File: src/rtl/abv_pkg.sv
package abv_pkg;
    typedef enum logic {
        ST_IDLE = 1'b0,
        ST_SCAN = 1'b1
    } abv_state_e;
endpackage

File: src/rtl/abv_field_store.sv
// Rule-vector table for one header field, with a per-block OR summary
// derived at write time.
module abv_field_store #(
    parameter int NUM_RULES = 64,
    parameter int BLOCK     = 8,
    parameter int KEY_W     = 3
) (
    input  logic                          clk_i,
    input  logic                          rst_ni,
    input  logic                          wr_en_i,
    input  logic [KEY_W-1:0]              wr_key_i,
    input  logic [NUM_RULES-1:0]          wr_vec_i,
    input  logic [KEY_W-1:0]              agg_key_i,
    output logic [NUM_RULES/BLOCK-1:0]    agg_o,
    input  logic [KEY_W-1:0]              word_key_i,
    input  logic [$clog2(NUM_RULES/BLOCK)-1:0] word_blk_i,
    output logic [BLOCK-1:0]              word_o
);
    localparam int NBLK  = NUM_RULES / BLOCK;
    localparam int DEPTH = 1 << KEY_W;

    logic [NUM_RULES-1:0] vec_d [DEPTH];
    logic [NUM_RULES-1:0] vec_q [DEPTH];
    logic [NBLK-1:0]      sum_d [DEPTH];
    logic [NBLK-1:0]      sum_q [DEPTH];
    logic [NBLK-1:0]      wr_sum;

    for (genvar b = 0; b < NBLK; b++) begin : g_sum
        assign wr_sum[b] = |wr_vec_i[b*BLOCK +: BLOCK];
    end

    always_comb begin
        vec_d = vec_q;
        sum_d = sum_q;
        if (wr_en_i) begin
            vec_d[wr_key_i] = wr_vec_i;
            sum_d[wr_key_i] = wr_sum;
        end
    end

    always_ff @(posedge clk_i or negedge rst_ni) begin
        if (!rst_ni) begin
            for (int k = 0; k < DEPTH; k++) begin
                vec_q[k] <= '0;
                sum_q[k] <= '0;
            end
        end else begin
            vec_q <= vec_d;
            sum_q <= sum_d;
        end
    end

    assign agg_o  = sum_q[agg_key_i];
    assign word_o = vec_q[word_key_i][word_blk_i*BLOCK +: BLOCK];
endmodule

File: src/rtl/abv_first_set.sv
// Lowest set bit finder.
module abv_first_set #(
    parameter int W = 8
) (
    input  logic [W-1:0]         vec_i,
    output logic                 found_o,
    output logic [$clog2(W)-1:0] idx_o
);
    localparam int IDX_W = $clog2(W);

    always_comb begin
        found_o = |vec_i;
        idx_o   = '0;
        for (int i = W - 1; i >= 0; i--) begin
            if (vec_i[i]) idx_o = IDX_W'(i);
        end
    end
endmodule

File: src/rtl/abv_intersector.sv
// Multi-field rule intersector: ANDs per-block summaries, then fetches
// and ANDs only candidate blocks in ascending order, stopping at the first hit.
module abv_intersector
    import abv_pkg::*;
#(
    parameter int NUM_FIELDS = 2,
    parameter int NUM_RULES  = 64,
    parameter int BLOCK      = 8,
    parameter int KEY_W      = 3,
    localparam int NBLK      = NUM_RULES / BLOCK,
    localparam int BLK_W     = $clog2(NBLK),
    localparam int OFF_W     = $clog2(BLOCK),
    localparam int RULE_W    = $clog2(NUM_RULES),
    localparam int ACC_W     = $clog2(NBLK * NUM_FIELDS + 1),
    localparam int FLD_W     = (NUM_FIELDS > 1) ? $clog2(NUM_FIELDS) : 1
) (
    input  logic                        clk_i,
    input  logic                        rst_ni,
    input  logic                        wr_en_i,
    input  logic [FLD_W-1:0]            wr_field_i,
    input  logic [KEY_W-1:0]            wr_key_i,
    input  logic [NUM_RULES-1:0]        wr_vec_i,
    input  logic                        start_i,
    input  logic [NUM_FIELDS*KEY_W-1:0] key_i,
    output logic                        busy_o,
    output logic                        done_o,
    output logic                        match_o,
    output logic [RULE_W-1:0]           rule_o,
    output logic [ACC_W-1:0]            access_o
);
    typedef struct packed {
        abv_state_e                  st;
        logic [NUM_FIELDS*KEY_W-1:0] key;
        logic [NBLK-1:0]             cand;
        logic                        done;
        logic                        match;
        logic [RULE_W-1:0]           rule;
        logic [ACC_W-1:0]            acc;
    } abv_regs_t;

    abv_regs_t r_d, r_q;

    logic [NBLK-1:0]  agg_f  [NUM_FIELDS];
    logic [BLOCK-1:0] word_f [NUM_FIELDS];
    logic [NBLK-1:0]  agg_and;
    logic [BLOCK-1:0] word_and;
    logic             cand_found;
    logic [BLK_W-1:0] blk_idx;
    logic             word_found;
    logic [OFF_W-1:0] off_idx;

    for (genvar f = 0; f < NUM_FIELDS; f++) begin : g_field
        abv_field_store #(
            .NUM_RULES (NUM_RULES),
            .BLOCK     (BLOCK),
            .KEY_W     (KEY_W)
        ) u_store (
            .clk_i      (clk_i),
            .rst_ni     (rst_ni),
            .wr_en_i    (wr_en_i && (wr_field_i == FLD_W'(f))),
            .wr_key_i   (wr_key_i),
            .wr_vec_i   (wr_vec_i),
            .agg_key_i  (key_i[f*KEY_W +: KEY_W]),
            .agg_o      (agg_f[f]),
            .word_key_i (r_q.key[f*KEY_W +: KEY_W]),
            .word_blk_i (blk_idx),
            .word_o     (word_f[f])
        );
    end

    always_comb begin
        agg_and  = '1;
        word_and = '1;
        for (int f = 0; f < NUM_FIELDS; f++) begin
            agg_and  = agg_and & agg_f[f];
            word_and = word_and & word_f[f];
        end
    end

    abv_first_set #(.W(NBLK)) u_blk_pick (
        .vec_i   (r_q.cand),
        .found_o (cand_found),
        .idx_o   (blk_idx)
    );

    abv_first_set #(.W(BLOCK)) u_bit_pick (
        .vec_i   (word_and),
        .found_o (word_found),
        .idx_o   (off_idx)
    );

    always_comb begin
        r_d      = r_q;
        r_d.done = 1'b0;
        unique case (r_q.st)
            ST_IDLE: begin
                if (start_i) begin
                    r_d.st    = ST_SCAN;
                    r_d.key   = key_i;
                    r_d.cand  = agg_and;
                    r_d.acc   = '0;
                    r_d.match = 1'b0;
                    r_d.rule  = '0;
                end
            end
            ST_SCAN: begin
                if (!cand_found) begin
                    r_d.st   = ST_IDLE;
                    r_d.done = 1'b1;
                end else begin
                    r_d.acc = r_q.acc + ACC_W'(NUM_FIELDS);
                    if (word_found) begin
                        r_d.st    = ST_IDLE;
                        r_d.done  = 1'b1;
                        r_d.match = 1'b1;
                        r_d.rule  = {blk_idx, off_idx};
                    end else begin
                        r_d.cand[blk_idx] = 1'b0;
                    end
                end
            end
            default: r_d.st = ST_IDLE;
        endcase
    end

    always_ff @(posedge clk_i or negedge rst_ni) begin
        if (!rst_ni) begin
            r_q <= '{st: ST_IDLE, default: '0};
        end else begin
            r_q <= r_d;
        end
    end

    assign busy_o   = (r_q.st == ST_SCAN);
    assign done_o   = r_q.done;
    assign match_o  = r_q.match;
    assign rule_o   = r_q.rule;
    assign access_o = r_q.acc;
endmodule

File: config.mk
export PLATFORM = sky130hd
export DESIGN_NAME = abv_intersector
export DESIGN_NICKNAME = d
export VERILOG_FILES = /design/src/rtl/abv_pkg.sv /design/src/rtl/abv_field_store.sv /design/src/rtl/abv_first_set.sv /design/src/rtl/abv_intersector.sv
export SDC_FILE = /design/constraint.sdc
export NUM_CORES = 2
export LEC_CHECK = 0
export ABC_CLOCK_PERIOD_IN_PS = 6000
export CAP_MARGIN = 20
export CORE_MARGIN = 1
export CORE_UTILIZATION = 44
export CTS_CLUSTER_SIZE = 10
export DETAILED_ROUTE_END_ITERATION = 10
export DONT_BUFFER_PORTS = 1
export PLACE_DENSITY = 0.7
export SYNTH_ARGS = -nofsm -noshare
export SYNTH_HDL_FRONTEND = slang
export SYNTH_HIERARCHICAL = 1
export SYNTH_SLANG_ARGS = --single-unit
export TNS_END_PERCENT = 5
File: constraint.sdc
create_clock -name clk_i -period 6 [get_ports clk_i]
set_input_delay 0.6 -clock clk_i [delete_from_list [all_inputs] [get_ports clk_i]]
set_output_delay 0.6 -clock clk_i [all_outputs]
set_load 0.05 [all_outputs]
==> impl_results.md <==
- Endpoints failing hold: 0
- Die H: 350 µm
- Pre-antenna DRT Iters: 5
- Skew-Pair Late Insertion Delay: 0.73 ns
- RSZ-0062 raised after global routing: no
- Crit Path Class: reg2reg
- Post-CTS resize count: 0
- Post-synth cell types: between 50 and 60
- Mapped cell area: approximately 53000 µm²
- CTS tree: yes
- Worst slew pin tran: around 1.4 ns
- Setup bufs post-CTS: 0
- Syn_nets: 3573
- Fraction of layout cells with a size suffix above 1: a little over two fifths
- Setup tns final: 0 ns
- Total number of yosys warnings: 6
- Maximum clock insertion buffer count: 3
- GP Congestion: 0.870
- Boundary pin count: 92
- Largest net degree at the start of global routing: 240
- Clock tree sinks: about 1200
- Vias per cell: roughly 6.1
- Crit-path slowest cell: o41ai_1
- # port buffers: 0
- Vias in the first global route: 33000
- Area after DPL: approximately 55000 µm²
- Max cap viols: 0
- GRT Total Usage: around 25%
- Register area share after synthesis: between 50% and 60%
- CP startpoint kind: flop
- Final wirelength: ~150000 µm
- Crit path max fanout: 22
- Area growth, synth to finish: 12.2%
- Time the worst path needs with I/O delays and setup: around 4.7 ns
- Placement Rows: about 130
- Primary FF master, synth: dfrtp_1
- Synth Area per Inst: 15.3 µm²
- Finish-stage setup viols: 0
- Worst hold path type: in2async
- Leak Pwr: roughly 0.025 µW
- Worst R2R Start: r_q[17]
- CP arrival: 5.34 ns
- Highest clock rate: approximately 0.21 GHz
- CTS clk-pin slew, worst paths: 0.06 ns
- Hpwl dp: about 80000 µm
- CP peak stage delay: between 1 and 1.5 ns
- Worst VDD drop: 306 µV
- Final Max Tran Viols: 0
- EDFF count, synth: 0
- Worst slew margin: under 10%
- Initial antenna violation count: 2
- Die ar.: 123000 µm²
- ANT nets after route: 0
- Post-route cell area: ~60000 µm²
- Most used cell, CP: nand2_1
- Drc violations: 0
- DR vias: 31800
- Status: complete, no violations
- Die W: ~350 µm
- Core Region: around 120000 µm²
- Global route total overflow: 0
- CP Launch Point: r_q[17]
- TritonCTS buffer count: about 140
- Asr flop ratio synth: 100%
- Crit-path cells: nor2_1 > o21ai_0 > a21boi_4 > buf_4 > mux2_2 > a211oi_1 > o32ai_1 > and2_1 > o41ai_1 > nand2_1 > nand2_1
- WP data required: between 6 and 7 ns
- Drt wl/cell: between 20 and 30 µm
- 1st-iter DRT viols: approximately 2700
- Initial Utilization: ~44%
- R2r setup slk: ~1.3 ns
- Worst Setup End Kind: flop
- First-pass GRT wire length: ~230000 µm
- Skew final: 0.0268 ns
- Power per Cell Area: around 470 nW/µm²
- Post-synthesis register bit count: between 1000 and 1500
- Final net count: approximately 3600
- CTS HTree Levels: 4
- Root Driver: clkbuf_16
- Final period utilization: 77.9%
- Cells after Synth: between 3000 and 4000
## final timing paths
| path | endpoint | cells after the start |
|---|---|---|
| worst max-delay path | rule_o[0] | 11 |
| worst min register to register | g_field[1].u_store/sum_q[4] | 2 |
| min in group clk_i | g_field[1].u_store/vec_q[223] | 1 |
| max in group asynchronous | g_field[0].u_store/vec_q[95] | 6 |
| worst max register to register | rule_o[0] | 11 |
| worst min-delay path | g_field[0].u_store/vec_q[248] | 1 |
## per-stage QoR
| stage | hold WS [ns] | util (%) | total power [µW] | setup slack [ns] | instances |
|---|---|---|---|---|---|
| floorplan | 0.304 | - | 17400 | 2.35 | 3494 |
| global placement | 0.314 | 45.7 | 20100 | 1.62 | 4917 |
| detailed placement | 0.314 | 45.7 | 20300 | 1.57 | 4917 |
| CTS | 0.000103 | 49.8 | 28000 | 1.51 | 5196 |
| global route | 0.00633 | 49.9 | 29100 | 1.26 | 5202 |
| finish | 0.0215 | 49.9 | 28000 | 1.33 | 5207 |
## cells in the mapped netlist (all sizes together) (16+ instances only)
cell    count  area, µm²
a21oi      78        390
a22o       16        140
and2       19        119
buf       147        911
clkbuf    106        400
dfrtp    1179      29500
inv        18       67.6
mux2     1054      11900
mux2i      68        681
mux4      276       6250
nand2      97        364
nand3      28        140
nor2       94        353
o21ai      79        407
o221ai     22        193
o22ai      34        213
or4        32        240
## layout by cell type (no fill, tap or decap), types with 9 or more instances in the layout
cell,instances
buf_12,15
nand2_1,97
clkbuf_1,15
mux4_2,268
a211o_1,12
clkbuf_16,142
dlygate4sd3_1,107
nand3_1,28
o21ai_0,77
nor2_1,94
a21oi_1,78
diode_2,9
o221ai_1,22
mux2_2,1054
nand3b_1,10
o22ai_1,34
o211ai_1,10
and2_1,19
dfrtp_1,1173
buf_4,43
a22o_1,16
a211oi_1,14
nand2b_1,9
or4_1,32
inv_1,18
mux2i_1,68
## registers in the layout, summed over array words and instances (netlist names)
register	flops
g_field.u_store/vec_q	1024
g_field.u_store/sum_q	128
r_q	14
rule_o	6
access_o	4
busy_o	1
done_o	1
match_o	1
## layer usage
metal	part of all wire, %	track usage, %	up-vias
met4	3.1	8.05	0
met1	43	34.3	17400
met2	47	39.2	961
met3	6.3	4.91	207
li1	-	-	13200
met5	0	0	-
## kinds of logic after synthesis
family / share of synthesized area (%)
and+or+nand+nor: 3.18
adders and majority gates: 0.0234
other: 0.00702
buffers and inverters: 2.58
AOI/OAI and AO/OA: 3.73
muxes: 35.2
DFF: 55.3
## repair_timing
action                                  4_1_cts  5_1_grt
hold buffers                                108        0
endpoints found under the setup margin        0        0
endpoints found under the hold margin       731        0
## power by group
group | switching, µW | internal, µW
Sequential | 1440 | 9830
Combinational | 4700 | 4560
Clock | 3130 | 4300
## area by class of cell
class	instances	area, µm²
multi-input cells	2044	22600
well taps	1612	2020
inverters	18	67.6
fillers	10100	60200
flip-flops and latches	1179	29500
clock inverters	10	139
diodes	9	22.5
clock buffers	161	3660
repair buffers	174	1910
## critical path: cells and delay by family, from the launching register on
| kind | cells | cell delay, ns |
|---|---|---|
| multiplexers | 1 | 0.39 |
| flip-flops | 1 | 0.44 |
| buffers and inverters | 1 | 0.45 |
| AO/OA/AOI/OAI | 5 | 2.74 |
| AND/OR/NAND/NOR | 4 | 0.55 |
(Power assumes the default switching activity.)
